<file path="src/rtl/interp_pkg.sv">
package interp_pkg;
    typedef enum logic [2:0] {
        PH_IDLE,
        PH_LOAD,
        PH_MUL,
        PH_ACC,
        PH_WAIT,
        PH_FINISH
    } phase_e;

    typedef enum logic {
        SQ_IDLE,
        SQ_RUN
    } seq_e;
endpackage

</file>
<file path="src/rtl/interp_seq.sv">
module interp_seq
    import interp_pkg::*;
#(
    parameter int TAPS   = 7,
    parameter int COEF_W = 8,
    parameter int CNT_W  = 8,
    parameter int SLOT_W = 4,
    parameter int TERM_W = 3,
    parameter int BIT_W  = 3
) (
    input  logic              clk,
    input  logic              rst_n,
    input  logic              start,
    output logic              accept,
    output logic              busy,
    output logic [CNT_W-1:0]  step_cnt,
    output phase_e            phase,
    output logic [TERM_W-1:0] term,
    output logic [BIT_W-1:0]  bit_idx
);
    localparam logic [CNT_W-1:0]  FIN_CNT  = CNT_W'(TAPS << SLOT_W);
    localparam logic [SLOT_W-1:0] LAST_MUL = SLOT_W'(COEF_W);
    localparam logic [SLOT_W-1:0] ACC_SLOT = SLOT_W'(COEF_W + 1);

    seq_e              st_q;
    logic [SLOT_W-1:0] slot;

    assign accept = (st_q == SQ_IDLE) && start;
    assign busy   = (st_q == SQ_RUN);
    assign slot   = step_cnt[SLOT_W-1:0];

    // State register and step counter
    always_ff @(posedge clk) begin
        if (!rst_n) begin
            st_q     <= SQ_IDLE;
            step_cnt <= '0;
        end else begin
            unique case (st_q)
                SQ_IDLE: begin
                    step_cnt <= '0;
                    if (start) st_q <= SQ_RUN;
                end
                SQ_RUN: begin
                    if (step_cnt == FIN_CNT) begin
                        st_q     <= SQ_IDLE;
                        step_cnt <= '0;
                    end else begin
                        step_cnt <= step_cnt + 1'b1;
                    end
                end
            endcase
        end
    end

    // Count decode into per-cycle controls
    always_comb begin
        phase   = PH_IDLE;
        term    = '0;
        bit_idx = BIT_W'(slot - 1'b1);
        unique case (st_q)
            SQ_IDLE: phase = PH_IDLE;
            SQ_RUN: begin
                term = step_cnt[SLOT_W+TERM_W-1:SLOT_W];
                if (step_cnt == FIN_CNT) begin
                    phase = PH_FINISH;
                    term  = '0;
                end else if (slot == '0)       phase = PH_LOAD;
                else if (slot <= LAST_MUL)     phase = PH_MUL;
                else if (slot == ACC_SLOT)     phase = PH_ACC;
                else                           phase = PH_WAIT;
            end
        endcase
    end
endmodule

</file>
<file path="src/rtl/interp_coef_rf.sv">
module interp_coef_rf #(
    parameter int TAPS   = 7,
    parameter int COEF_W = 8,
    parameter int TERM_W = 3
) (
    input  logic              clk,
    input  logic              rst_n,
    input  logic              we,
    input  logic [TERM_W-1:0] waddr,
    input  logic [COEF_W-1:0] wdata,
    input  logic [TERM_W-1:0] raddr,
    output logic [COEF_W-1:0] rdata
);
    logic [COEF_W-1:0] regs [TAPS];

    for (genvar g = 0; g < TAPS; g++) begin : g_entry
        always_ff @(posedge clk) begin
            if (!rst_n)                                 regs[g] <= '0;
            else if (we && (waddr == TERM_W'(g)))       regs[g] <= wdata;
        end
    end

    always_comb begin
        rdata = '0;
        for (int i = 0; i < TAPS; i++)
            if (raddr == TERM_W'(i)) rdata = regs[i];
    end
endmodule

</file>
<file path="src/rtl/interp_datapath.sv">
module interp_datapath
    import interp_pkg::*;
#(
    parameter int SMP_W  = 12,
    parameter int COEF_W = 8,
    parameter int ACC_W  = 15,
    parameter int BIT_W  = 3
) (
    input  logic             clk,
    input  logic             rst_n,
    input  logic             clr,
    input  phase_e           phase,
    input  logic [BIT_W-1:0] bit_idx,
    input  logic [COEF_W-1:0] coef,
    input  logic [SMP_W-1:0] smp_in,
    output logic [SMP_W-1:0] result,
    output logic             done
);
    localparam int PROD_W = SMP_W + 1;
    localparam logic signed [ACC_W-1:0] SAT_HI = ACC_W'((1 << (SMP_W - 1)) - 1);
    localparam logic signed [ACC_W-1:0] SAT_LO = -ACC_W'(1 << (SMP_W - 1));

    logic signed [SMP_W-1:0]  smp_q;
    logic signed [PROD_W-1:0] prod_q;
    logic signed [ACC_W-1:0]  acc_q;
    logic signed [ACC_W-1:0]  opa, opb, sum, smp_ext, prod_ext;
    logic        [SMP_W-1:0]  sat;

    assign smp_ext  = {{(ACC_W-SMP_W){smp_q[SMP_W-1]}}, smp_q};
    assign prod_ext = {{(ACC_W-PROD_W){prod_q[PROD_W-1]}}, prod_q};

    // Operand steering for the single shared adder
    always_comb begin
        opa = '0;
        opb = '0;
        unique case (phase)
            PH_MUL: begin
                opa = prod_ext;
                if (coef[bit_idx])
                    opb = (bit_idx == BIT_W'(COEF_W - 1)) ? -smp_ext : smp_ext;
            end
            PH_ACC: begin
                opa = acc_q;
                opb = prod_ext;
            end
            default: ;
        endcase
        sum = opa + opb;
    end

    always_comb begin
        if (acc_q > SAT_HI)      sat = {1'b0, {(SMP_W-1){1'b1}}};
        else if (acc_q < SAT_LO) sat = {1'b1, {(SMP_W-1){1'b0}}};
        else                     sat = acc_q[SMP_W-1:0];
    end

    always_ff @(posedge clk) begin
        if (!rst_n) begin
            smp_q  <= '0;
            prod_q <= '0;
            acc_q  <= '0;
            result <= '0;
            done   <= 1'b0;
        end else begin
            done <= 1'b0;
            if (clr) acc_q <= '0;
            unique case (phase)
                PH_LOAD: begin
                    smp_q  <= smp_in;
                    prod_q <= '0;
                end
                PH_MUL:    prod_q <= sum[PROD_W:1];
                PH_ACC:    acc_q  <= sum;
                PH_FINISH: begin
                    result <= sat;
                    done   <= 1'b1;
                end
                default: ;
            endcase
        end
    end
endmodule

</file>
<file path="src/rtl/interp_mac.sv">
module interp_mac
    import interp_pkg::*;
#(
    parameter int SMP_W  = 12,
    parameter int COEF_W = 8,
    parameter int TAPS   = 7,
    parameter int CNT_W  = 8,
    parameter int SLOT_W = 4
) (
    input  logic                       clk,
    input  logic                       rst_n,
    input  logic                       start,
    input  logic                       wt_we,
    input  logic [$clog2(TAPS+1)-1:0]  wt_addr,
    input  logic [COEF_W-1:0]          wt_data,
    output logic [$clog2(TAPS+1)-1:0]  smp_addr,
    input  logic [SMP_W-1:0]           smp_data,
    output logic [SMP_W-1:0]           result,
    output logic                       done
);
    localparam int TERM_W = $clog2(TAPS + 1);
    localparam int BIT_W  = $clog2(COEF_W);
    localparam int ACC_W  = SMP_W + $clog2(TAPS + 1);

    logic              seq_accept, seq_busy;
    logic [CNT_W-1:0]  seq_cnt;
    phase_e            seq_phase;
    logic [TERM_W-1:0] seq_term;
    logic [BIT_W-1:0]  seq_bit;
    logic [COEF_W-1:0] cur_coef;

    assign smp_addr = seq_term;

    interp_seq #(
        .TAPS(TAPS), .COEF_W(COEF_W), .CNT_W(CNT_W),
        .SLOT_W(SLOT_W), .TERM_W(TERM_W), .BIT_W(BIT_W)
    ) u_seq (
        .clk(clk), .rst_n(rst_n), .start(start),
        .accept(seq_accept), .busy(seq_busy), .step_cnt(seq_cnt),
        .phase(seq_phase), .term(seq_term), .bit_idx(seq_bit)
    );

    interp_coef_rf #(
        .TAPS(TAPS), .COEF_W(COEF_W), .TERM_W(TERM_W)
    ) u_rf (
        .clk(clk), .rst_n(rst_n), .we(wt_we), .waddr(wt_addr),
        .wdata(wt_data), .raddr(seq_term), .rdata(cur_coef)
    );

    interp_datapath #(
        .SMP_W(SMP_W), .COEF_W(COEF_W), .ACC_W(ACC_W), .BIT_W(BIT_W)
    ) u_dp (
        .clk(clk), .rst_n(rst_n), .clr(seq_accept), .phase(seq_phase),
        .bit_idx(seq_bit), .coef(cur_coef), .smp_in(smp_data),
        .result(result), .done(done)
    );
endmodule

</file>
<file path="config.mk">
export PLATFORM = sky130hd
export DESIGN_NAME = interp_mac
export DESIGN_NICKNAME = d
export VERILOG_FILES = /design/src/rtl/interp_pkg.sv /design/src/rtl/interp_seq.sv /design/src/rtl/interp_coef_rf.sv /design/src/rtl/interp_datapath.sv /design/src/rtl/interp_mac.sv
export SDC_FILE = /design/constraint.sdc
export NUM_CORES = 1
export LEC_CHECK = 0
export ABC_AREA = 1
export BUFFER_PORTS_ARGS = -buffer_cell sky130_fd_sc_hd__buf_2
export CELL_PAD_IN_SITES_DETAIL_PLACEMENT = 1
export CELL_PAD_IN_SITES_GLOBAL_PLACEMENT = 1
export CORE_MARGIN = 2
export CORE_UTILIZATION = 35
export DETAILED_ROUTE_END_ITERATION = 6
export PLACE_DENSITY = 0.68
export SLEW_MARGIN = 20
export SYNTH_ARGS = -nofsm -noshare
export SYNTH_HDL_FRONTEND = slang
export SYNTH_HIERARCHICAL = 1
export SYNTH_SLANG_ARGS = --single-unit
</file>
<file path="constraint.sdc">
create_clock -name clk -period 12 [get_ports clk]
set_clock_uncertainty 0.1 [all_clocks]
set_input_delay 0.6 -clock clk [delete_from_list [all_inputs] [get_ports clk]]
set_output_delay 0.6 -clock clk [all_outputs]
set_load 0.02 [all_outputs]
</file>
==> summary.txt, run 1 <==
Run status
  • Status: completed

Routing
  • Post-Route WL: 19.1 mm
  • DR WL/cell: 17.2 um
  • 1st-iter DRT viols: 287
  • Initial DRT Pass Iterations: 5
  • Post-DR vias/cell: 5.11
  • Vias post-DR: 5708
  • DRC: 0
  • Post-DRT Antenna Nets: 0

Yosys
  • Sequential area share after synthesis: 0.447
  • Adder-cell area share of the yosys netlist: 0.0394
  • Post-synth top area share: 0.257
  • Yosys Warn Count: 6
  • Yosys reg bits: 118
  • Post-synth EDFFs: 56
  • Distinct cells, synth: 45
  • Synth Net Count: 880
  • Multiplexer share of the synthesized area: 0
  • Avg Cell Area, Syn: 7.85 sq um
  • Async SR Flop Fraction: 0
  • Cells after synthesis: 833
  • Leading area contributor after synthesis: edfxtp_1
  • Compound-cell area share of the yosys netlist: 0.119
  • Synth Area in XOR/XNOR: 0.0241
  • Simple-gate share of the synthesized area: 0.293
  • Commonest cells in the netlist: 176 x nand2_1, 110 x nor2_1, 82 x inv_1, 64 x a21oi_1, 62 x dfxtp_1
  • Primary FF master, synth: dfxtp_1
  • Most common cell in the synthesized netlist: nand2_1
  • Cell area after synthesis: 0.00654 sq mm
  • Largest family of logic cells by synthesized area: simple AND/OR/NAND/NOR gates
  • Top cells by area, synth: edfxtp_1 26%, dfxtp_1 19%, nand2_1 10%

Placed design
  • DP Wirelength: 14.0 mm
  • Port Buf Inserts: 42
  • Routability congestion estimate: 0.933

Cells and area
  • Antenna cell count: 0
  • Area grow syn2layout: 15.2%
  • Final core utilization: 0.415
  • Nets@finish: 921
  • Share of cells above drive strength 1: 0.148

Critical path
  • Slowest stage delay, CP: 0.42 ns
  • CP top delay family: simple AND/OR/NAND/NOR gates
  • CP Class: flop to flop
  • CP endpoint kind: flop
  • WP buf/inv: 5
  • WP data required: 12.26 ns
  • Critical path arrival: 5.36 ns
  • Slowest stage cell, crit path: fa_1
  • CP Launch Type: flop
  • Crit-path max FO: 28

Timing
  • Endpoints failing hold: 0
  • Setup violators final: 0
  • Highest clock rate: 196 MHz
  • Fin Setup TNS: 0 ns
  • Slew HR: 0.322
  • RSZ-0062 raised after global routing: false
  • Count of pins over their slew limit: 0
  • Worst-Margin Slew: 1.02 ns
  • Final worst path period need: 5.09 ns
  • Tcrit/Tclk final: 0.425

GRT
  • Met3 GRT Util: 0.0377
  • GR peak layer: met2
  • Initial antenna violation count: 0
  • Vias in the first global route: 5855
  • Met2 GRT Util: 0.321
  • First-pass GRT wire length: 31.7 mm
  • Overflow after GRT: 0
  • Largest net degree at the start of global routing: 43
  • Aggregate global-route resource usage: 0.206
  • M1 GR Usage: 0.292

Power and ir drop
  • P_leak: 3.09 nW
  • Power Dens Cells: 143 mW/mm^2
  • Max VDD drop: 102 uV

Clock tree
  • Post-CTS sizing: 0
  • H-tree depth: 4
  • Worst-Skew Late Latency: 0.43 ns
  • Clock-pin slew on the worst setup and hold paths: 0.06 ns
  • CTS tree: built
  • Root Buffer: clkbuf_16
  • CTS sink count: 118
  • Clock Path Buffers: 2
  • CTS Buf Count: 17
  • Hold Buf Count CTS: 0
  • Postcts setup bufs: 0

Flow run
  • Max_cap viols: 0

Die
  • Initial Utilization: 0.360
  • Die Wd: 141 um
  • Std-Cell Core Area: 0.0181 sq mm
  • Ports: 43
  • Core Rows: 49
  • Chip Height: 141 um
  • Die area: 0.0198 sq mm

Min path
  • Hold Path Class: input port to flop
[sequential cells by signal, summed over array words and instances, names as in the netlist]
register / flops
u_seq/step_cnt: 8
u_seq/busy: 1
u_dp/smp_q: 12
u_dp/prod_q: 13
u_dp/done: 1
u_dp/acc_q: 15
u_rf/regs: 56
u_dp/result: 12
[tightest hold or removal path: cells and delay by family]
| family | cells | cell delay (ns) |
|---|---|---|
| AND/OR/NAND/NOR | 1 | 0.07 |
| buffers and inverters | 1 | 0.10 |
| AO/OA/AOI/OAI | 1 | 0.06 |
[metal layers]
| layer | vias up | share of wire |
|---|---|---|
| met5 | - | 0 |
| met4 | 0 | 0.015 |
| met3 | 22 | 0.027 |
| met2 | 79 | 0.44 |
| met1 | 2747 | 0.52 |
| li1 | 2860 | - |
[kinds of logic after synthesis]
family | Yosys count
AO/OA/AOI/OAI | 142
flip-flops | 118
adder cells (fa/ha/maj) | 20
AND/OR/NAND/NOR | 414
XOR/XNOR | 18
buffers and inverters | 121
[cells in the final DEF (no fill, tap or decap), drive strengths merged, types with 18 or more instances in the layout]
master  count
dfxtp      62
buf        47
nor2      122
nand2     186
a21oi      72
o21ai      53
nand4      33
ha         19
edfxtp     56
nand3      62
inv        99
clkbuf     18
[through the flow]
stage	hold WS [ns]	instances	power, mW	setup slack, ns	instance area (sq um)
after floorplan	0.343	833	0.525	7.41	6540
after global placement	0.353	1084	0.560	7.08	6940
after detailed placement	0.356	1084	0.561	7.03	6940
after CTS	0.322	1116	1.08	6.93	7540
after global routing	0.353	1116	1.12	6.37	7540
final	0.336	1116	1.07	6.91	7540
[final timing paths]
check | from | end | slack, ns | depth (start not counted)
setup / recovery | u_seq/step_cnt[0]$_SDFF_PP0_ | u_dp/prod_q[9]$_SDFFE_PN0P_ | 6.91 | 30
setup reg to reg | u_seq/step_cnt[0]$_SDFF_PP0_ | u_dp/prod_q[9]$_SDFFE_PN0P_ | 6.91 | 30
hold / removal | smp_data[3] | u_dp/smp_q[3]$_SDFFE_PN0P_ | 0.34 | 3
hold reg to reg | u_dp/result[0]$_SDFFE_PN0P_ | u_dp/result[0]$_SDFFE_PN0P_ | 0.36 | 2
[power breakdown]
part | total (mW) | internal [mW] | switching, mW
Sequential | 0.449 | 0.440 | 0.00952
Combinational | 0.103 | 0.0290 | 0.0744
Clock | 0.522 | 0.312 | 0.210
[area by class of cell]
| cell class | instances | area, sq um |
|---|---|---|
| Clock buffer | 18 | 429 |
| Clock inverter | 14 | 169 |
| Fill cell | 2226 | 10600 |
| Inverter | 96 | 369 |
| Multi-Input combinational cell | 594 | 3110 |
| Sequential cell | 118 | 2920 |
| Tap cell | 229 | 287 |
| Timing Repair Buffer | 47 | 248 |
(Power assumes the default switching activity.)
==> inputs of run 2 (changes only) <==
--- a/config.mk
+++ b/config.mk
@@ -5,14 +5,14 @@
 export SDC_FILE = /design/constraint.sdc
 export NUM_CORES = 1
 export LEC_CHECK = 0
-export ABC_AREA = 1
+export ABC_AREA = 0
 export BUFFER_PORTS_ARGS = -buffer_cell sky130_fd_sc_hd__buf_2
 export CELL_PAD_IN_SITES_DETAIL_PLACEMENT = 1
 export CELL_PAD_IN_SITES_GLOBAL_PLACEMENT = 1
 export CORE_MARGIN = 2
 export CORE_UTILIZATION = 35
 export DETAILED_ROUTE_END_ITERATION = 6
-export PLACE_DENSITY = 0.68
+export PLACE_DENSITY = 0.66
 export SLEW_MARGIN = 20
 export SYNTH_ARGS = -nofsm -noshare
 export SYNTH_HDL_FRONTEND = slang
==> constraint.sdc (replaced) <==
create_clock -name clk -period 4.75 [get_ports clk]
set_clock_uncertainty 0.1 [all_clocks]
set_input_delay 0.2375 -clock clk [delete_from_list [all_inputs] [get_ports clk]]
set_output_delay 0.2375 -clock clk [all_outputs]
set_load 0.02 [all_outputs]
==> summary.txt, run 2 <==
Routing
  • Post-Route WL: 21.0 mm (+9.6%)
  • Post-DRT Antenna Nets: 0 (unchanged)
  • Post-DR vias/cell: 5.37 (+4.9%)
  • Vias post-DR: 5682 (-0.46%)
  • Initial DRT Pass Iterations: 5 (unchanged)
  • DR WL/cell: 19.8 um (+15%)
  • 1st-iter DRT viols: 296 (+3.1%)
  • DRC: 0 (unchanged)

GRT
  • Largest net degree at the start of global routing: 40 (-7.0%)
  • Met2 GRT Util: 0.371 (+0.0503)
  • First-pass GRT wire length: 32.4 mm (+2.2%)
  • Overflow after GRT: 0 (unchanged)
  • GR peak layer: met2
  • Aggregate global-route resource usage: 0.210 (+0.00379)
  • M1 GR Usage: 0.255 (-0.0374)
  • Initial antenna violation count: 0 (unchanged)
  • Met3 GRT Util: 0.0385 (+0.000771)
  • Vias in the first global route: 5929 (+1.3%)

Cells and area
  • Area grow syn2layout: 32.3%
  • Antenna cell count: 0 (unchanged)
  • Register area: 0.00293 sq mm (about the same)
  • Share of cells above drive strength 1: 0.309 (+0.161)
  • Most frequent cells in the layout: 67 x nor2_1, 67 x nand2_1, 63 x buf_4
  • Footprint of the multi-input gates: 0.00388 sq mm (+25%)
  • Nets@finish: 859 (-6.7%)
  • Largest reg by FF count: u_rf/regs
  • Top Registers: u_rf/regs (56), u_dp/acc_q (15), u_dp/prod_q (13)
  • Fillers: 2081 (-6.5%)
  • Largest register FFs: 56 (unchanged)

Clock tree
  • Clock Path Buffers: 2 (unchanged)
  • H-tree depth: 4 (unchanged)
  • Worst-Skew Late Latency: 0.43 ns (about the same)
  • CTS sink count: 118 (unchanged)
  • CTS Buf Count: 17 (unchanged)
  • Root Buffer: clkbuf_16
  • Clock-pin slew on the worst setup and hold paths: 0.06 ns (about the same)
  • CTS tree: built

Timing
  • Count of pins over their slew limit: 0 (unchanged)
  • Slew HR: 0.267 (-0.0557)
  • Fin Setup TNS: -5.77 ns (-5.77 ns)
  • Final worst path period need: 5.13 ns (+0.0326 ns)
  • Highest clock rate: 195 MHz (-0.64%)
  • Worst-Margin Slew: 1.10 ns (+0.0795 ns)
  • Endpoints failing hold: 0 (unchanged)
  • RSZ-0062 raised after global routing: true
  • Tcrit/Tclk final: 1.08 (+0.655)
  • Worst hold slack: 0.0840 ns (-0.252 ns)
  • Setup violators final: 21 (+21)
  • Setup WS post-layout: -0.377 ns (-7.28 ns)

Die
  • Die Wd: 141 um (+0.48%)
  • Core Rows: 50 (+2.0%)
  • Chip Height: 141 um (+0.48%)
  • Std-Cell Core Area: 0.0186 sq mm (+2.7%)
  • Initial Utilization: 0.354 (-0.00609)
  • Die area: 0.0200 sq mm (+0.96%)
  • Ports: 43 (unchanged)

Critical path
  • Reg2reg start: u_seq/step_cnt[1]$_SDFF_PP0_
  • Slowest stage cell, crit path: mux4_2
  • Reg2Reg Depth: 21 (-30%)
  • CP Launch Type: flop
  • Slowest stage delay, CP: 0.52 ns (+0.10 ns)
  • WP data required: 5.00 ns (-7.26 ns)
  • R2R setup slack: -0.38 ns (-7.28 ns)
  • WP buf/inv: 4 (-1)
  • Crit. path cell count: 21 (-30%)
  • CP top delay family: simple AND/OR/NAND/NOR gates
  • Crit-path cells: inv_2 -> ha_4 -> or4b_4 -> or2_4 -> and3_4 -> buf_12 -> mux2i_4 -> o2bb2ai_4 -> a221oi_2 -> nor2_1 -> mux4_2 -> mux2i_4 -> nand2b_4 -> buf_6 -> o21ai_4 -> ha_4 -> a211o_4 -> o31ai_4 -> buf_6 -> mux2_4 -> o21ai_2
  • FF-to-FF End: u_dp/prod_q[10]$_SDFFE_PN0P_
  • Crit path from: u_seq/step_cnt[1]$_SDFF_PP0_
  • CP Class: flop to flop
  • CP endpoint kind: flop
  • Crit-path max FO: 7 (-75%)
  • Critical path arrival: 5.38 ns (+0.02 ns)

Yosys
  • Primary FF master, synth: dfxtp_1
  • Synth Net Count: 743 (-16%)
  • Post-synth EDFFs: 56 (unchanged)
  • Sequential area share after synthesis: 0.442 (-0.00440)
  • Yosys reg bits: 118 (unchanged)
  • Yosys Warn Count: 6 (unchanged)
  • Cells after synthesis: 696 (-16%)
  • Distinct cells, synth: 66 (+47%)
  • Cell area after synthesis: 0.00661 sq mm (+0.99%)
  • Post-synth top area share: 0.255 (-0.00253)
  • Top cells by area, synth: edfxtp_1 25%, dfxtp_1 19%, and2_1 5.4%
  • Commonest cells in the netlist: 74 x nor2_1, 69 x nand2_1, 62 x dfxtp_1, 57 x and2_1
  • Async SR Flop Fraction: 0 (unchanged)
  • Leading area contributor after synthesis: edfxtp_1
  • Most common cell in the synthesized netlist: nor2_1
  • Avg Cell Area, Syn: 9.49 sq um (+21%)

Power and ir drop
  • Cell Int Power: 1.99 mW (+160%)
  • Clock network fraction of total power: 0.477 (-0.009)
  • Sw Ratio: 0.253 (-0.0209)
  • Power Dens Cells: 305 mW/mm^2 (+110%)
  • Tot Pwr: 2.67 mW (+150%)
  • Max VDD drop: 262 uV (+160%)
  • NetSw: 0.674 mW (+130%)
  • Comb power frac: 0.098 (+0.002)
  • Seq pwr share: 0.425 (+0.007)
  • P_leak: 3.31 nW (+7.0%)

Placed design
  • Port Buf Inserts: 42 (unchanged)
  • Routability congestion estimate: 0.918 (-1.6%)
  • DP Wirelength: 14.5 mm (+3.6%)

Flow run
  • Max_cap viols: 0 (unchanged)

Run status
  • Failing checks: negative setup slack
  • Status: finished, violations left

Min path
  • Worst hold stages: 2 (-1)
  • Hold Path Class: input port to flop
  • Hold path start: wt_data[7]
  • Worst Hold End: u_rf/regs[0][7]$_SDFFCE_PN0P_
==> run 2: logic make-up after synthesis <==
logic type / after synthesis / synth area share
and+or+nand+nor: 271 / 0.206
adders and majority gates: 20 / 0.0390
AOI/OAI and AO/OA: 175 / 0.181
buffers and inverters: 52 / 0.0398
muxes: 35 / 0.0587
xor gates and xnor gates: 25 / 0.0331
DFF: 118 / 0.442
==> run 2: final cells by class <==
| class | instances | share of cell area |
|---|---|---|
| multi-input combinational | 527 | 0.443 |
| sequential | 118 | 0.335 |
| timing repair buffer | 132 | 0.115 |
| clock buffer | 21 | 0.0551 |
| tap | 234 | 0.0335 |
| clock inverter | 11 | 0.0112 |
| inverter | 16 | 0.00744 |
==> run 2: worst max path at each step <==
| stage | end |
|---|---|
| after detailed placement | u_dp/prod_q[11]$_SDFFE_PN0P_ |
| after floorplan | u_dp/prod_q[11]$_SDFFE_PN0P_ |
| after global placement | u_dp/acc_q[14]$_SDFFE_PN0P_ |
| final | u_dp/prod_q[10]$_SDFFE_PN0P_ |
| after global routing | u_dp/prod_q[12]$_SDFFE_PN0P_ |
| after CTS | u_dp/prod_q[11]$_SDFFE_PN0P_ |
==> run 2: power by group through the flow <==
| stage | clock [mW] | sequential [mW] | combinational, mW |
|---|---|---|---|
| floorplan | 0 | 1.14 | 0.153 |
| global placement | 0 | 1.15 | 0.217 |
| detailed placement | 0 | 1.15 | 0.227 |
| CTS | 1.28 | 1.13 | 0.250 |
| global route | 1.34 | 1.14 | 0.283 |
| finish | 1.27 | 1.13 | 0.262 |
==> run 2: worst register-to-register path: cells and delay by family, from the launching register on <==
family          cells  cell delay (ns)
buf+inv             4             0.51
compound gates      6             1.21
simple gates        5             1.28
mux                 4             1.23
fa+ha+maj           2             0.39
flops               1             0.33
==> run 2: timing repair <==
action                                  CTS  global route
pin swaps                                23            33
endpoints found under the hold margin    13             0
setup buffers                            10            12
gates resized for setup                  42            45
hold buffers                             13             0
endpoints found under the setup margin   23            24
cloned                                    2             0
==> run 2: metrics by stage <==
stage                     instance area [sq um]  std cells  utilization  setup WS, ns
after global placement                     7420        991        0.398        -0.241
after floorplan                            6680        696            -        -0.110
final                                      8740       1059        0.469        -0.377
after detailed placement                   7430        991        0.398        -0.428
after global routing                       8740       1059        0.469        -0.527
after CTS                                  8410       1047        0.451        -0.260
==> run 2: layer usage <==
metal / vias to the layer above / part of all wire
met4: 0 / 0.021
met2: 110 / 0.51
met1: 2792 / 0.44
li1: 2750 / -
met5: - / 0
met3: 30 / 0.030
